File: src/rtl/pwm_pkg.sv
package pwm_pkg;
  localparam logic [7:0] OFS_POL   = 8'h40;
  localparam logic [7:0] OFS_START = 8'h44;
  localparam logic [7:0] OFS_DONE  = 8'h48;
  localparam logic [7:0] OFS_UPD   = 8'h4C;
  localparam logic [7:0] OFS_OE    = 8'hD0;
  localparam int unsigned RST_PERIOD = 2;
  localparam int unsigned RST_TAIL   = 1;
  localparam int unsigned MIN_PERIOD = 2;
endpackage

File: src/rtl/pwm_regs.sv
module pwm_regs #(
  parameter int NUM_CH = 4,
  parameter int CNT_W  = 30,
  parameter int ADDR_W = 8,
  parameter int DATA_W = 32
) (
  input  logic                          clk,
  input  logic                          rst,
  input  logic                          bus_valid,
  input  logic                          bus_write,
  input  logic [ADDR_W-1:0]             bus_addr,
  input  logic [DATA_W-1:0]             bus_wdata,
  output logic [DATA_W-1:0]             bus_rdata,
  output logic [NUM_CH-1:0][CNT_W-1:0]  period_o,
  output logic [NUM_CH-1:0][CNT_W-1:0]  tail_o,
  output logic [NUM_CH-1:0]             pol_o,
  output logic [NUM_CH-1:0]             start_o,
  output logic [NUM_CH-1:0]             upd_o,
  output logic [NUM_CH-1:0]             oe_o
);
  import pwm_pkg::*;

  localparam int CH_W = (NUM_CH > 1) ? $clog2(NUM_CH) : 1;

  logic [NUM_CH-1:0][CNT_W-1:0] period_q, tail_q;
  logic [NUM_CH-1:0] pol_q, start_q, upd_q, oe_q;
  logic [DATA_W-1:0] rdata_q, rd_mux;

  logic        in_chan_space;
  logic [CH_W-1:0] sel_ch;
  logic        sel_period;
  logic        wr_en;

  always_comb begin
    in_chan_space = (bus_addr < ADDR_W'(8 * NUM_CH)) && (bus_addr[1:0] == 2'b00);
    sel_ch        = bus_addr[CH_W+2:3];
    sel_period    = bus_addr[2];
    wr_en         = bus_valid && bus_write;
  end

  always_ff @(posedge clk) begin
    if (rst) begin
      for (int i = 0; i < NUM_CH; i++) begin
        period_q[i] <= CNT_W'(RST_PERIOD);
        tail_q[i]   <= CNT_W'(RST_TAIL);
      end
      pol_q   <= '0;
      start_q <= '0;
      upd_q   <= '0;
      oe_q    <= '0;
    end else if (wr_en) begin
      if (in_chan_space) begin
        if (sel_period) period_q[sel_ch] <= bus_wdata[CNT_W-1:0];
        else            tail_q[sel_ch]   <= bus_wdata[CNT_W-1:0];
      end
      case (bus_addr)
        OFS_POL:   pol_q   <= bus_wdata[NUM_CH-1:0];
        OFS_START: start_q <= bus_wdata[NUM_CH-1:0];
        OFS_UPD:   upd_q   <= bus_wdata[NUM_CH-1:0];
        OFS_OE:    oe_q    <= bus_wdata[NUM_CH-1:0];
        default: ;
      endcase
    end
  end

  always_comb begin
    rd_mux = '0;
    if (in_chan_space) begin
      rd_mux[CNT_W-1:0] = sel_period ? period_q[sel_ch] : tail_q[sel_ch];
    end else begin
      case (bus_addr)
        OFS_POL:   rd_mux[NUM_CH-1:0] = pol_q;
        OFS_START: rd_mux[NUM_CH-1:0] = start_q;
        OFS_DONE:  rd_mux[NUM_CH-1:0] = ~start_q;
        OFS_UPD:   rd_mux[NUM_CH-1:0] = upd_q;
        OFS_OE:    rd_mux[NUM_CH-1:0] = oe_q;
        default: ;
      endcase
    end
  end

  always_ff @(posedge clk) begin
    if (rst)                          rdata_q <= '0;
    else if (bus_valid && !bus_write) rdata_q <= rd_mux;
  end

  assign bus_rdata = rdata_q;
  assign period_o  = period_q;
  assign tail_o    = tail_q;
  assign pol_o     = pol_q;
  assign start_o   = start_q;
  assign upd_o     = upd_q;
  assign oe_o      = oe_q;
endmodule

File: src/rtl/pwm_chan.sv
module pwm_chan #(
  parameter int CNT_W = 30
) (
  input  logic             clk,
  input  logic             rst,
  input  logic             start_i,
  input  logic             upd_i,
  input  logic             pol_i,
  input  logic [CNT_W-1:0] cfg_period_i,
  input  logic [CNT_W-1:0] cfg_tail_i,
  output logic             out_o
);
  import pwm_pkg::*;

  logic [CNT_W-1:0] cnt_q;
  logic [CNT_W-1:0] act_period_q, act_tail_q;
  logic [CNT_W-1:0] pend_period_q, pend_tail_q;
  logic             pend_valid_q;
  logic             run_q, upd_d_q, out_q;

  logic [CNT_W-1:0] lim_period, lim_tail, hi_len;
  logic             start_rise, upd_fall, at_end, in_active;

  always_comb begin
    lim_period = (cfg_period_i < CNT_W'(MIN_PERIOD)) ? CNT_W'(MIN_PERIOD) : cfg_period_i;
    lim_tail   = (cfg_tail_i > lim_period) ? lim_period : cfg_tail_i;
    start_rise = start_i && !run_q;
    upd_fall   = !upd_i && upd_d_q;
    at_end     = (cnt_q == act_period_q - CNT_W'(1));
    hi_len     = act_period_q - act_tail_q;
    in_active  = (cnt_q < hi_len);
  end

  always_ff @(posedge clk) begin
    if (rst) begin
      cnt_q         <= '0;
      act_period_q  <= CNT_W'(RST_PERIOD);
      act_tail_q    <= CNT_W'(RST_TAIL);
      pend_period_q <= CNT_W'(RST_PERIOD);
      pend_tail_q   <= CNT_W'(RST_TAIL);
      pend_valid_q  <= 1'b0;
      run_q         <= 1'b0;
      upd_d_q       <= 1'b0;
      out_q         <= 1'b0;
    end else begin
      run_q   <= start_i;
      upd_d_q <= upd_i;
      out_q   <= run_q && (in_active ^ pol_i);
      if (!start_i) begin
        cnt_q        <= '0;
        pend_valid_q <= 1'b0;
      end else if (start_rise) begin
        cnt_q        <= '0;
        act_period_q <= lim_period;
        act_tail_q   <= lim_tail;
        pend_valid_q <= 1'b0;
      end else begin
        cnt_q <= at_end ? '0 : cnt_q + CNT_W'(1);
        if (at_end && pend_valid_q) begin
          act_period_q <= pend_period_q;
          act_tail_q   <= pend_tail_q;
          pend_valid_q <= 1'b0;
        end
        if (upd_fall) begin
          pend_period_q <= lim_period;
          pend_tail_q   <= lim_tail;
          pend_valid_q  <= 1'b1;
        end
      end
    end
  end

  assign out_o = out_q;


  stop_low_chk: assert property (@(posedge clk) disable iff (rst)
    !run_q |=> !out_q);


  cnt_range_chk: assert property (@(posedge clk) disable iff (rst)
    run_q |-> (cnt_q < act_period_q));


  tail_clamp_chk: assert property (@(posedge clk) disable iff (rst)
    (act_tail_q <= act_period_q) && (act_period_q >= CNT_W'(MIN_PERIOD)));


  shadow_hold_chk: assert property (@(posedge clk) disable iff (rst)
    (!start_rise && !at_end) |=> ($stable(act_period_q) && $stable(act_tail_q)));
endmodule

File: src/rtl/pwm_quad.sv
module pwm_quad #(
  parameter int NUM_CH = 4,
  parameter int CNT_W  = 30,
  parameter int ADDR_W = 8,
  parameter int DATA_W = 32
) (
  input  logic              clk,
  input  logic              rst,
  input  logic              bus_valid,
  input  logic              bus_write,
  input  logic [ADDR_W-1:0] bus_addr,
  input  logic [DATA_W-1:0] bus_wdata,
  output logic [DATA_W-1:0] bus_rdata,
  output logic [NUM_CH-1:0] pwm_out,
  output logic [NUM_CH-1:0] pad_oe
);
  logic [NUM_CH-1:0][CNT_W-1:0] period_w, tail_w;
  logic [NUM_CH-1:0] pol_w, start_w, upd_w, oe_w;

  pwm_regs #(.NUM_CH(NUM_CH), .CNT_W(CNT_W), .ADDR_W(ADDR_W), .DATA_W(DATA_W)) u_regs (
    .clk(clk), .rst(rst),
    .bus_valid(bus_valid), .bus_write(bus_write), .bus_addr(bus_addr),
    .bus_wdata(bus_wdata), .bus_rdata(bus_rdata),
    .period_o(period_w), .tail_o(tail_w), .pol_o(pol_w),
    .start_o(start_w), .upd_o(upd_w), .oe_o(oe_w)
  );

  for (genvar g = 0; g < NUM_CH; g++) begin : g_ch
    pwm_chan #(.CNT_W(CNT_W)) u_chan (
      .clk(clk), .rst(rst),
      .start_i(start_w[g]), .upd_i(upd_w[g]), .pol_i(pol_w[g]),
      .cfg_period_i(period_w[g]), .cfg_tail_i(tail_w[g]),
      .out_o(pwm_out[g])
    );
  end

  assign pad_oe = oe_w;
endmodule

File: config.mk
export PLATFORM = sky130hd
export DESIGN_NAME = pwm_quad
export DESIGN_NICKNAME = d
export VERILOG_FILES = /design/src/rtl/pwm_pkg.sv /design/src/rtl/pwm_regs.sv /design/src/rtl/pwm_chan.sv /design/src/rtl/pwm_quad.sv
export SDC_FILE = /design/constraint.sdc
export NUM_CORES = 2
export LEC_CHECK = 0
export CAP_MARGIN = 20
export CORE_ASPECT_RATIO = 0.7
export CORE_UTILIZATION = 25
export CTS_CLUSTER_DIAMETER = 120
export DETAILED_ROUTE_END_ITERATION = 16
export RECOVER_POWER = 100
export SETUP_SLACK_MARGIN = 0.05
export SLEW_MARGIN = 20
export SYNTH_ARGS = -nofsm -noshare
export SYNTH_HDL_FRONTEND = slang
export SYNTH_SLANG_ARGS = --single-unit
File: constraint.sdc
create_clock -name clk -period 5.4 [get_ports clk]
set_clock_uncertainty 0.1 [all_clocks]
set_input_delay 0.54 -clock clk [delete_from_list [all_inputs] [get_ports clk]]
set_output_delay 0.54 -clock clk [all_outputs]
set_load 0.02 [all_outputs]
Yosys cells after proc, flatten, opt, wreduce, memory -nomap -nowiden. Index checks and enable logic that the tools add are counted.

Add/subtract/negate cells: 12. Order comparisons: 15. Eq/ne operators: 9. Multiplexer cells: 44. Bitwise operators: 14. Reduce and logical (&&, ||, !) cells: 60.

Operators by type and width (count): 30-bit 2-to-1 mux (28); 120-bit bitwise mux (2); 30-bit by 1-bit adder with 30-bit output, second input constant (4); 30-bit binary-select mux with 2-bit select (2); 30-bit equality test (4); 30-bit greater-than comparator (4); 30-bit by 2-bit less-than comparator with 1-bit output, second input constant (4); 30-bit less-than comparator (4); 30-bit by 1-bit subtractor with 30-bit output, second input constant (4); 30-bit subtractor (4); 30-bit demux with 2-bit select (1); 8-bit by 7-bit equality test with 1-bit output, second input constant (4); 26-bit 2-to-1 mux (1); 1-bit logical AND (20); 4-bit case mux with 5 select lines (1); 3-bit AND reduction (6); 2-bit AND reduction (8); 2-bit nonzero test (8); 4-bit OR reduction (4); 3-bit OR reduction (4); 1-bit zero test (9); 1-bit NOT (9); 8-bit equality test, second input constant (1); 8-bit by 6-bit less-than comparator with 1-bit output, second input constant (1); other kinds (7) (17).

Flip-flop bits (word level): 902. Input bits: 44. Output and inout bits: 40. Logic and storage cells: 203.

Longest topological paths before layout.
Depth in word-level cells: 5. Mapped depth: 24. Mapped depth without buffers: 23.

Modules after synthesis. A second synthesis with hierarchy kept.

Cells, all modules: 6332. Area, all modules: 53342.4 um2.

Modules (own cells, without submodules): pwm_chan at g_ch[1].u_chan ... (times used 2, cells each 1215, area each 9914.5 um2, sequential area each 3083.0 um2); pwm_regs (times used 1, cells each 1267, area each 12205.5 um2, sequential area each 5725.5 um2); pwm_chan at g_ch[0].u_chan (times used 1, cells each 1325, area each 11001.8 um2, sequential area each 3083.0 um2); pwm_chan at g_ch[3].u_chan (times used 1, cells each 1310, area each 10306.1 um2, sequential area each 3083.0 um2).

Worst setup path before layout. Ideal clock, no wire load.

Kind: reg2reg. Start: reg g_ch[2].u_chan.act_period_q[0]. End: reg g_ch[2].u_chan.out_q. Setup time: 0.116 ns. Data arrival time: 4.280 ns. Required time: 5.184 ns. Slack: 0.905 ns. Cell stages (with the launch flop): 24. Path buffers: 1. Clock period less this slack: 4.495 ns. Path through: dfxtp_1 -> clkbuf_1 -> inv_1 -> ha_1 -> fa_1 -> nor2b_1 -> o31ai_1 -> a21o_1 -> a21oi_1 -> o41ai_1 -> o31ai_1 -> a41oi_1 -> nand2b_1 -> a21oi_1 -> xor2_1 -> ha_1 -> nand4_1 -> nor2_1 -> a2111oi_0 -> o211ai_1 -> o21a_1 -> a21oi_1 -> xor2_1 -> and3_1.

Cells in the longest elaborated chain, start to end: 4.

Ends and longest elaborated chain: from (decl) (line pwm_chan.sv:16) `logic [CNT_W-1:0] act_period_q, act_tail_q;`; from (signal assigned) (line pwm_chan.sv:37) `act_period_q <= CNT_W'(RST_PERIOD);`; from (signal assigned) (line pwm_chan.sv:54) `act_period_q <= lim_period;`; from (signal assigned) (line pwm_chan.sv:60) `act_period_q <= pend_period_q;`; 30-bit subtractor (line pwm_chan.sv:30) `hi_len = act_period_q - act_tail_q;`; 30-bit less-than comparator (line pwm_chan.sv:31) `in_active = (cnt_q < hi_len);`; 1-bit XOR (line pwm_chan.sv:48) `out_q <= run_q && (in_active ^ pol_i);`; 1-bit logical AND (line pwm_chan.sv:48); to (signal assigned) (line pwm_chan.sv:48); to (decl) (line pwm_chan.sv:19) `logic run_q, upd_d_q, out_q;`.

No other way between the ends. A chain may end at the register's enable or synchronous reset.

Worst setup path in the final report.
Start: reg g_ch[0].u_chan.act_period_q[2]. End: reg g_ch[0].u_chan.act_tail_q[20].

Cells in the longest elaborated chain, start to end: 5.

Ends and longest elaborated chain: from (decl) (line pwm_chan.sv:16); from (signal assigned) (line pwm_chan.sv:37); from (signal assigned) (line pwm_chan.sv:54); from (signal assigned) (line pwm_chan.sv:60); 30-bit by 1-bit subtractor with 30-bit output (line pwm_chan.sv:29) `at_end = (cnt_q == act_period_q - CNT_W'(1));`; 30-bit equality test (line pwm_chan.sv:29); 1-bit logical AND (line pwm_chan.sv:59) `if (at_end && pend_valid_q) begin`; 2-bit nonzero test (no source line); 2-bit AND reduction (no source line); to (signal assigned) (line pwm_chan.sv:38) `act_tail_q <= CNT_W'(RST_TAIL);`; to (signal assigned) (line pwm_chan.sv:55) `act_tail_q <= lim_tail;`; to (signal assigned) (line pwm_chan.sv:61) `act_tail_q <= pend_tail_q;`; to (decl) (line pwm_chan.sv:16).

No other way between the ends.

==> impl_metrics.toml <==
[drt]
via_per_inst = 5.247
ant_nets = 0
finalWirelength_um = 191100
first_iter_violations = 5565
vias = 47750
remaining_drc_errors = 0
wire_per_inst_um = 21.00
drt-pass1-iter-count = 6

[placement]
routabilityCongestion = 0.9812
placedInstanceArea_mm2 = 0.05628
place.port_buffers = 79
place.detailed.hpwl_um = 144500

[worst_setup_path]
cp_top_family = "simple AND/OR/NAND/NOR gates"
timing.critical_path.from_type = "flip-flop"
setup.worst_path.end_class = "flip-flop"
critical_path.most_common_cell = "sky130_fd_sc_hd__a221o_1"
crit_fanout = 29
cpPeakStageDelay_ps = 1200
register_to_register_path_depth = 10
critical_path.reg2reg.startpoint = "g_ch[0].u_chan.act_period_q[2]"
r2r_slack_ps = 190
critPathRequiredTime_ps = 5880
r2r_end = "g_ch[0].u_chan.act_tail_q[20]"
critical_path.cell_chain = "clkbuf_1 > nor4_1 > nand2_1 > or4_1 > a21oi_1 > o221ai_1 > a221o_1 > or4b_1 > and3_4 > a221o_1"
crit_arrival_ps = 5700
critical_path_buf_inv_count = 1
cp_slowest_cell = "sky130_fd_sc_hd__nor4_1"
critical_path_class = "reg -> reg"

[finish]
layout.nets = 6674
seqCellArea_mm2 = 0.01806
drive_above_1_share_pct = 6.350
multi_input_area_mm2 = 0.03197
post-route-cell-area_mm2 = 0.05911
syn2layout_area_growth_pct = 12.08
final.fill_count = 22140

[yosys]
number_of_enable_flip_flop_cells_after_synthesis = 0
ys_ff_latch = 902
dominant_cell_by_count_in_the_synthesized_netlist = "sky130_fd_sc_hd__dfxtp_1"
synth_largest_type_area_fraction_pct = 34.24
post_synth_instance_area_mm2 = 0.05274
postSynthCellCount = 6409
ys_warnings = 0
syn-mean-instance-area_um2 = 8.229
seq_area_frac_synth_pct = 34.24
synth_top_cells_by_area = "sky130_fd_sc_hd__dfxtp_1 (34%), sky130_fd_sc_hd__ha_1 (8.5%), sky130_fd_sc_hd__a21oi_1 (6.4%), sky130_fd_sc_hd__nand2_1 (6.4%), sky130_fd_sc_hd__mux2i_1 (5.5%)"
most_frequently_used_flop_master_after_synthesis = "sky130_fd_sc_hd__dfxtp_1"
commonest_cells_in_the_synthesized_netlist = "sky130_fd_sc_hd__dfxtp_1 (902), sky130_fd_sc_hd__nand2_1 (899), sky130_fd_sc_hd__a21oi_1 (677), sky130_fd_sc_hd__nor2_1 (546), sky130_fd_sc_hd__ha_1 (360)"
synth_cell_types = 83
synth_async_sr_flop_share_pct = 0
yosys.area.top_type = "sky130_fd_sc_hd__dfxtp_1"

[timing]
unrepaired_setup_endpoints_after_global_routing = "true"
finalSetupViolCount = 0
period_share_pct = 96.50
finalWorstPathRequiredPeriod_ps = 5211
timing.final.max_slew_violations = 795
timing.final.hold_violations = 0
fmaxAchievable_mhz = 191.9
final.setup.tns_ps = 0
worst_slew_pin_slew_ps = 3767
slew-limit-headroom_pct = -151.1

[global_route]
grt-ovfl-total = 0
grt_antenna_before_repair = 15
grt_max_degree = 167
via_count_of_the_first_global_routing_pass = 43120
grtUsageTotal_pct = 17.45
grt_first_pass_wirelength_um = 283500

[clocking]
cts_made_buffers = 87
ctsHtreeMaxLevel = 3
cts_setup_buffers = 0
cts_hold_buf = 0
clkLatencyLatePin_ps = 710
clk_transition_reported_paths_ps = 70
cts_num_sinks = 902
tritoncts = "yes"
cts_max_path_buffers = 3
cts_root_buffer = "sky130_fd_sc_hd__clkbuf_16"

[power]
power_switching_share_pct = 23.54
clockPowerShare_pct = 48.2
seq_power_share_pct = 48.3
p_per_area_mw_per_mm2 = 233.1
leakage_nw = 20.67
p_int_mw = 10.53
vdd_drop_max_uv = 205.1
share_comb_of_total_power_pct = 3.5
switchingPower_mw = 3.244

[die]
start_util_pct = 25.26
rows = 140
core_mm2 = 0.2088
ioPinCount = 84
fp.dieH_um = 386.3
floorplan.die_area_mm2 = 0.2128
die-width_um = 551.0

[worst_hold_path]
hold_path_end = "g_ch[2].u_chan.pend_valid_q"
hold_path_startpoint = "g_ch[2].u_chan.pend_valid_q"
hold_path_depth = 2
worst_hold_path_type = "reg -> reg"

[flow_run]
cap_viol_max_count = 12

[outcome]
failed_checks = "max-capacitance violations, max-slew violations"
outcome = "complete, but fails checks"
[flip-flops by register name (all words and copies together) (netlist names), 30 cells and up]
register / cells
g_ch.u_chan.act_period_q: 120
g_ch.u_chan.act_tail_q: 120
g_ch.u_chan.cnt_q: 120
g_ch.u_chan.pend_period_q: 120
g_ch.u_chan.pend_tail_q: 120
u_regs.bus_rdata: 30
u_regs.period_o: 120
u_regs.tail_o: 120
[power by group through the flow]
stage	Combinational, mW	Sequential, mW	Clock [mW]
floorplan	0.289	6.81	0
global placement	0.461	6.81	0
detailed placement	0.464	6.81	0
CTS	0.466	6.66	6.73
global route	0.502	6.65	7.00
finish	0.479	6.66	6.64
[how the worst max path moves through the flow]
stage / start / end / slack [ps] / cells after the start
floorplan: g_ch[2].u_chan.act_period_q[0] / g_ch[2].u_chan.out_o / 900 / 23
global placement: g_ch[2].u_chan.act_tail_q[1] / g_ch[2].u_chan.out_o / 260 / 23
detailed placement: g_ch[2].u_chan.act_tail_q[1] / g_ch[2].u_chan.out_o / 450 / 20
CTS: g_ch[2].u_chan.act_tail_q[1] / g_ch[2].u_chan.out_o / 380 / 20
global route: g_ch[0].u_chan.act_period_q[2] / g_ch[0].u_chan.act_period_q[28] / 30 / 11
finish: g_ch[0].u_chan.act_period_q[2] / g_ch[0].u_chan.act_tail_q[20] / 190 / 10
[area by class of cell]
| cell class | instances | share of cell area, % |
|---|---|---|
| inverters | 312 | 1.983 |
| well taps | 2769 | 5.861 |
| clock buffers | 114 | 4.163 |
| diodes | 1 | 0.004233 |
| repair buffers | 173 | 2.472 |
| flip-flops and latches | 902 | 30.55 |
| multi-input cells | 4790 | 54.09 |
| clock inverters | 40 | 0.8826 |
[through the flow]
stage	utilization (%)	power [mW]	std cells	setup WS [ps]	hold slack (ps)
floorplan	-	7.099	6410	904.5	329.1
global placement	26.95	7.272	8945	255.4	338.3
detailed placement	26.96	7.275	8945	453.5	344.0
CTS	28.38	13.85	9099	377.9	110.9
global route	28.31	14.16	9101	27.53	370.5
finish	28.31	13.78	9101	189.1	351.6
[what timing repair did]
item / 4_1_cts / 5_1_grt
resized for setup: 0 / 2
endpoints found under the hold margin: 0 / 0
endpoints found under the setup margin: 0 / 2
[cell usage in the layout, fill, tap and decap left out, drive strengths merged, types with 15 or more instances in the layout]
master         Yosys  final
mux4              60     60
buf               73     66
o221a             58     58
nand2b            34     34
clkbuf           333    145
a22oi             34     34
ha               360    360
or4               27     27
nor3              85     85
xor2             167    167
and3              48     48
a21boi            32     32
o21bai            18     18
a211oi           167    167
a31oi             29     29
or2               15     15
a221oi            40     40
a21o             136    136
clkinv             0     15
and2              20     20
nor2b             46     46
or3               26     26
nor2             546    546
clkdlybuf4s50      0     37
nand3            115    115
a221o             31     31
o21ai            220    220
dfxtp            902    902
o31ai             17     17
xnor2            194    194
inv              312    314
o21a              45     45
mux2i            291    291
dlygate4sd3        0     39
nand2            899    899
nor4              68     68
o211ai            23     23
nand4             82     82
and4              25     25
a21oi            677    677
[per-layer routing]
metal  GRT usage (%)  vias up  part of all wire [%]  wire length, µm
met5               0        -                 0.042               80
met4           4.312       10                   2.3             4407
met3           4.358      232                    11            20710
met2           23.75     1986                    39            74120
met1           26.65    23080                    48            91830
li1                -    22440                     -                -
[worst reg2reg max path: stages (launching register included)]
cell and delay, ps:
sky130_fd_sc_hd__dfxtp_1 310, sky130_fd_sc_hd__clkbuf_1 190, sky130_fd_sc_hd__nor4_1 1200, sky130_fd_sc_hd__nand2_1 420, sky130_fd_sc_hd__or4_1 610, sky130_fd_sc_hd__a21oi_1 140, sky130_fd_sc_hd__o221ai_1 180, sky130_fd_sc_hd__a221o_1 430
sky130_fd_sc_hd__or4b_1 690, sky130_fd_sc_hd__and3_4 400, sky130_fd_sc_hd__a221o_1 420
[cells by family (layout without fill, tap and decap cells)]
group / after synthesis / in the layout / synth area share (%)
AND/OR/NAND/NOR: 2084 / 2084 / 17.86
AO/OA/AOI/OAI: 1621 / 1621 / 19.62
flip-flops: 902 / 902 / 34.24
buffers and inverters: 718 / 639 / 5.357
adder cells (fa/ha/maj): 364 / 364 / 8.692
XOR/XNOR: 361 / 361 / 5.995
multiplexers: 358 / 358 / 8.234
other: 1 / 3 / 0.007110
(Power assumes the default switching activity.)
